$ cat config.mk
export PLATFORM = sky130hd
export DESIGN_NAME = lof_integrator
export DESIGN_NICKNAME = d
export VERILOG_FILES = /design/src/rtl/lof_pkg.sv /design/src/rtl/lof_sat_cnt.sv /design/src/rtl/lof_state.sv /design/src/rtl/lof_integrator.sv
export SDC_FILE = /design/constraint.sdc
export NUM_CORES = 1
export LEC_CHECK = 0
export BUFFER_PORTS_ARGS = -buffer_cell sky130_fd_sc_hd__buf_2
export CORE_MARGIN = 2
export CORE_UTILIZATION = 47
export DETAILED_ROUTE_END_ITERATION = 8
export SKIP_CTS_REPAIR_TIMING = 1
export SKIP_LAST_GASP = 1
export SYNTH_ARGS = -nofsm -noshare
export SYNTH_HDL_FRONTEND = slang
export SYNTH_SLANG_ARGS = --single-unit
$ cat constraint.sdc
create_clock -name clk_i -period 3.2 [get_ports clk_i]
set_input_delay 0.32 -clock clk_i [delete_from_list [all_inputs] [get_ports clk_i]]
set_output_delay 0.32 -clock clk_i [all_outputs]
set_load 0.01 [all_outputs]
$ cat src/rtl/lof_pkg.sv
package lof_pkg;
  localparam int unsigned DEF_WINDOW = 24;  // 3 ms of 125 us frames

  typedef enum logic {
    ST_IN_FRAME = 1'b0,
    ST_LOF      = 1'b1
  } lof_state_e;
endpackage

$ cat src/rtl/lof_sat_cnt.sv
module lof_sat_cnt #(
  parameter int unsigned MAX = 24,
  parameter int unsigned W   = $clog2(MAX + 1)
) (
  input  logic         clk_i,
  input  logic         rst_ni,
  input  logic         clr_i,
  input  logic         inc_i,
  output logic [W-1:0] cnt_o,
  output logic         near_o
);
  localparam logic [W-1:0] MAX_V  = W'(MAX);
  localparam logic [W-1:0] NEAR_V = W'(MAX - 1);

  always_ff @(posedge clk_i or negedge rst_ni) begin
    if (!rst_ni)                        cnt_o <= '0;
    else if (clr_i)                     cnt_o <= '0;
    else if (inc_i && cnt_o != MAX_V)   cnt_o <= cnt_o + 1'b1;
  end

  // next increment reaches (or stays at) the limit
  assign near_o = (cnt_o >= NEAR_V);

  a_r7_no_overflow: assert property (@(posedge clk_i) disable iff (!rst_ni)
    cnt_o <= MAX_V);
  a_r6_idle_hold: assert property (@(posedge clk_i) disable iff (!rst_ni)
    !(clr_i || inc_i) |=> $stable(cnt_o));
endmodule

$ cat src/rtl/lof_state.sv
module lof_state
  import lof_pkg::*;
(
  input  logic clk_i,
  input  logic rst_ni,
  input  logic set_i,
  input  logic clr_i,
  output logic lof_o
);
  lof_state_e st_q, st_d;

  always_comb begin
    st_d = st_q;
    unique case (st_q)
      ST_IN_FRAME: if (set_i) st_d = ST_LOF;
      ST_LOF:      if (clr_i) st_d = ST_IN_FRAME;
      default:     st_d = ST_IN_FRAME;
    endcase
  end

  always_ff @(posedge clk_i or negedge rst_ni) begin
    if (!rst_ni) st_q <= ST_IN_FRAME;
    else         st_q <= st_d;
  end

  assign lof_o = (st_q == ST_LOF);

  a_r2_rise_needs_set: assert property (@(posedge clk_i) disable iff (!rst_ni)
    $rose(lof_o) |-> $past(set_i));
  a_r5_fall_needs_clr: assert property (@(posedge clk_i) disable iff (!rst_ni)
    $fell(lof_o) |-> $past(clr_i));
endmodule

$ cat src/rtl/lof_integrator.sv
module lof_integrator #(
  parameter int unsigned WINDOW = lof_pkg::DEF_WINDOW
) (
  input  logic clk_i,
  input  logic rst_ni,
  input  logic frame_tick_i,
  input  logic sef_i,
  output logic lof_o
);
  localparam int unsigned CW = $clog2(WINDOW + 1);

  logic          bad_tick, good_tick;
  logic          bad_near, good_near;
  logic          bad_hit, good_hit;
  logic [CW-1:0] bad_cnt, good_cnt;

  assign bad_tick  = frame_tick_i &  sef_i;
  assign good_tick = frame_tick_i & ~sef_i;
  assign bad_hit   = bad_tick  & bad_near;
  assign good_hit  = good_tick & good_near;

  // integrating errored-frame accumulator, emptied by a full clean run
  lof_sat_cnt #(.MAX(WINDOW), .W(CW)) u_bad_acc (
    .clk_i  (clk_i),
    .rst_ni (rst_ni),
    .clr_i  (good_hit),
    .inc_i  (bad_tick),
    .cnt_o  (bad_cnt),
    .near_o (bad_near)
  );

  // consecutive in-frame run, restarted by any errored frame
  lof_sat_cnt #(.MAX(WINDOW), .W(CW)) u_good_run (
    .clk_i  (clk_i),
    .rst_ni (rst_ni),
    .clr_i  (bad_tick),
    .inc_i  (good_tick),
    .cnt_o  (good_cnt),
    .near_o (good_near)
  );

  lof_state u_state (
    .clk_i  (clk_i),
    .rst_ni (rst_ni),
    .set_i  (bad_hit),
    .clr_i  (good_hit),
    .lof_o  (lof_o)
  );

  a_r6_stable_between_ticks: assert property (@(posedge clk_i) disable iff (!rst_ni)
    !frame_tick_i |=> $stable(lof_o));
  a_r3_acc_emptied: assert property (@(posedge clk_i) disable iff (!rst_ni)
    (good_tick && good_cnt == CW'(WINDOW - 1)) |=> (bad_cnt == '0));
  a_r5_fall_on_clean_tick: assert property (@(posedge clk_i) disable iff (!rst_ni)
    $fell(lof_o) |-> $past(frame_tick_i && !sef_i));
  a_r8_empty_after_clear: assert property (@(posedge clk_i) disable iff (!rst_ni)
    $fell(lof_o) |-> (bad_cnt == '0));
endmodule

After elaboration in Yosys (flattened, before gate mapping)
Index checks and enable logic that the tools add are counted.
- ROM bits: 0
- memories: 0
- latch bits: 0
- RAM bits: 0
- output and inout bits: 1
- flip-flop bits (word level): 11
- word-level logic and storage cells: 26
- input bits: 4
- shift-type cells: 0
- bitwise gates (word level): 6
- add/sub/neg operators: 2
- multiply operators: 0
- div/mod/pow operators: 0
- reductions and logical operators: 4
- equality and inequality tests: 2
- $lt $le $gt $ge: 2
- multiplexer cells: 7
- operators by type and width (cell ; number):
    $mux 5 ; 4
    $add 5x1->5 const B ; 2
    $ge 5x5->1 const B ; 2
    $ne 5x5->1 const B ; 2
    $and 1x1->1 ; 4
    $reduce_bool 2->1 ; 2
    $logic_and 1x1->1 ; 2
    $mux 1 ; 2
    $not 1->1 ; 2
    $pmux 1 s2 ; 1

Depth between registers and ports, before layout
- depth in word-level cells: 5
- gate-level depth with buffers: 5
- gate-level depth less buffers: 5

Hierarchy
From an unflattened synthesis, not the netlist that was laid out.
- cell total of the unflattened synthesis: 67
- area total of the unflattened synthesis: 690.7 um^2
- modules (own cells, without submodules) (module ; area an instance (um^2) ; cells each ; times used ; sequential area each (um^2)):
    lof_sat_cnt ; 309.0 ; 30 ; 2 ; 125.1
    lof_state ; 38.8 ; 3 ; 1 ; 25.0
    lof_integrator ; 33.8 ; 4 ; 1 ; 0.0

Worst setup path after synthesis
Ideal clock, no wire load.
- path kind: reg2reg
- start point: register u_good_run.cnt_o[0]
- end point: register u_good_run.cnt_o[3]
- path slack: 1.906 ns
- buffers on the path: 0
- arrival: 1.168 ns
- library setup time: 0.126 ns
- period minus slack after synthesis: 1.294 ns
- cell stages (with the launch flop): 6
- required time: 3.074 ns
- path through: dfrtp_1 > inv_1 > ha_1 > nand4b_1 > and3b_1 > a221o_1
- longest elaborated chain between the ends: 3
- elaborated cells between the ends (all ways): 6
- those cells by class: 1 x add/sub; 1 x eq/ne; 2 x mux; 2 x reduce/logical
- RTL lines (element ; RTL line ; source):
    start, declared ; lof_sat_cnt.sv:9 ; output logic [W-1:0] cnt_o,
    start signal, assigned ; lof_sat_cnt.sv:18 ; else if (inc_i && cnt_o != MAX_V) cnt_o <= cnt_o + 1'b1;
    $add 5x1->5 / $ne 5x5->1 (equally long branches) ; lof_sat_cnt.sv:18 ;
    $mux 5 / $logic_and 1x1->1 (equally long branches) ; lof_sat_cnt.sv:18 ;
    $mux 5 / $reduce_bool 2->1 (equally long branches) ; -- ;
Several ways; a longest one is shown, not always the timed one. The select of a mux whose other input is x is not followed.
A chain may end at the register's enable or synchronous reset.

Worst setup path after layout
Same ends and word-level chain as after synthesis.

==> metrics <==
status complete, no violations; Seq/Total Area, Yosys 0.425; Setup Total Neg Slack 0 ps; Avg Cell Area, Syn 9.53 µm²; unique cell type count in the Yosys netlist 26; antenna violations before repair 0; met3 WL post-DR 45 µm; die span in x 41.1 µm; synth warn 0; WL final 1180 µm; Worst Setup SP u_good_run.cnt_o[0]; gpl congestion 0.670; WL/cell 13.1 µm; chip height 41.1 µm; Post-DP HPWL 844 µm; CP Max Fanout 4; placed cell count 85; row count 13; Met2 Wirelength 478 µm; 1st-iter DRT viols 10; io pins 5; Worst-Skew Late Latency 280 ps; unrepaired setup endpoints after global routing false; CTS root buffer clkbuf_4; initial core utilization 0.498; Yosys reg bits 11; CTS Buffer Depth 2; final hold vios 0; DR top layer met4; WL met1 613 µm; power density over cell area 606 nW/µm²; CTS clk-pin slew, worst paths 60 ps; R2R Path Start u_good_run.cnt_o[0]; Max-Cap Viols 0; worst hold path class in -> reg; worst r2r dst u_good_run.cnt_o[3]; clk sinks 11; number of buffers created by CTS 3; drt drc 0; most common cell after layout, fill and taps aside dfrtp_1; core area 1300 µm²; fin. max-slew vios 0; # nets final 84; port bufs 4; Vias 497; die area 1690 µm²; Total GRT Usage 0.180; post-layout util 0.548; f_max 721 MHz; # setup viols final 0; WS Path Type reg -> reg; Setup crit end kind register; vias in the first global route 396; CTS HTree Levels 1; P_leak 0.322 nW; largest net degree at the start of global routing 12; final hold slack 328 ps; CTS tree yes; fin crit share 0.433; Clock Skew 10.0 ps; Critical Path RT 3360 ps; CP arrival 1540 ps; R2R depth 5; cells after synthesis 68; fraction of layout cells with a size suffix above 1 0.147; Diodes inserted 0; reg-to-reg slack, setup 1810 ps; post-layout min period 1390 ps; Synth Net Count 76; first-pass GRT wire length 1840 µm; most frequent cells in the layout dfrtp_1 (11), o21ai_0 (9), inv_1 (5), nand3_1 (5); Vias/cell 5.52; Slew @ Worst Pin 302 ps; Antenna Violating Nets Remaining 0; CP Launch Type register; gr ovfl total 0; worst vdd ir 0.250 mV; Worst setup endpoint u_good_run.cnt_o[3]; first-pass iteration count of the detailed router 4; P&R area growth vs syn 10.0%; slew margin rel. 0.799; mapped cell area 648 µm²; Non-Filler Instances 90
where the power goes:
group	leakage [nW]	internal (mW)	switching (mW)	total (mW)
logic	0.164	0.0544	0.0578	0.112
registers	0.142	0.179	0.0422	0.221
clock network	0.0150	0.0484	0.0502	0.0986
cell usage after synthesis:
| master | instances | area [µm²] |
|---|---|---|
| nand3_1 | 5 | 25.0 |
| nor4b_1 | 1 | 8.76 |
| nand2b_1 | 1 | 6.26 |
| a21o_1 | 1 | 7.51 |
| nand3b_1 | 2 | 15.0 |
| or3_1 | 2 | 12.5 |
| ha_1 | 4 | 50.1 |
| nand2_1 | 4 | 15.0 |
| and2_2 | 1 | 7.51 |
| a221o_1 | 1 | 10.0 |
| mux2_2 | 2 | 22.5 |
| o22ai_1 | 1 | 6.26 |
| nor2_1 | 2 | 7.51 |
| nor2b_1 | 1 | 6.26 |
| nand3_2 | 1 | 10.0 |
| o21ai_0 | 9 | 45.0 |
| dfrtp_1 | 11 | 275 |
| inv_1 | 5 | 18.8 |
| o31ai_1 | 1 | 7.51 |
| o2bb2ai_1 | 1 | 8.76 |
| mux2i_1 | 2 | 20.0 |
| and3b_1 | 1 | 8.76 |
| buf_2 | 2 | 10.0 |
| nand4b_1 | 2 | 17.5 |
| and2_1 | 1 | 6.26 |
| a21oi_1 | 4 | 20.0 |
registers in the layout (all words and copies together) (netlist names):
signal            flops
u_bad_acc.cnt_o       5
u_good_run.cnt_o      5
u_state.lof_o         1
worst min-delay path by stage:
stage / start / endpoint / slack, ps / cells past startpoint
after global placement: rst_ni / u_bad_acc.cnt_o[3] / 200 / 1
after floorplan: rst_ni / u_bad_acc.cnt_o[0] / 20 / 0
after detailed placement: rst_ni / u_bad_acc.cnt_o[3] / 210 / 1
final: sef_i / u_good_run.cnt_o[4] / 330 / 2
after CTS: rst_ni / u_bad_acc.cnt_o[3] / -90 / 1
after global routing: sef_i / u_good_run.cnt_o[4] / 320 / 2
critical path, stage by stage, from the launching register on:
cell and delay, ps:
dfrtp_1 410, inv_1 70, ha_1 140, nand4b_1 130, and3b_1 210, a221o_1 310
per-stage QoR:
stage	setup WS (ps)	area (µm²)	total power, mW
after floorplan	1910	648	0.301
after global placement	1860	677	0.334
after detailed placement	1840	677	0.336
after CTS	1820	703	0.436
after global routing	1690	713	0.474
final	1810	713	0.432
per-layer routing:
layer	up-vias	GRT usage
met5	-	0
met2	7	0.203
met1	224	0.259
met3	5	0.0652
met4	0	0.145
li1	261	-
cells by family (layout without fill, tap and decap cells):
| kind of cell | Yosys count | count (layout) | synth area share |
|---|---|---|---|
| AND/OR/NAND/NOR | 24 | 24 | 0.226 |
| AO/OA/AOI/OAI | 18 | 18 | 0.162 |
| flip-flops | 11 | 11 | 0.425 |
| buffers and inverters | 7 | 14 | 0.0444 |
| adder cells (fa/ha/maj) | 4 | 4 | 0.0772 |
| multiplexers | 4 | 4 | 0.0656 |
layout make-up:
class	instances	area (µm²)
clock buffers	4	26.3
fillers	130	588
inverters	5	18.8
multi-input cells	50	344
flip-flops and latches	11	275
well taps	15	18.8
repair buffers	5	30.0
Power figures use the tool's default switching activity.
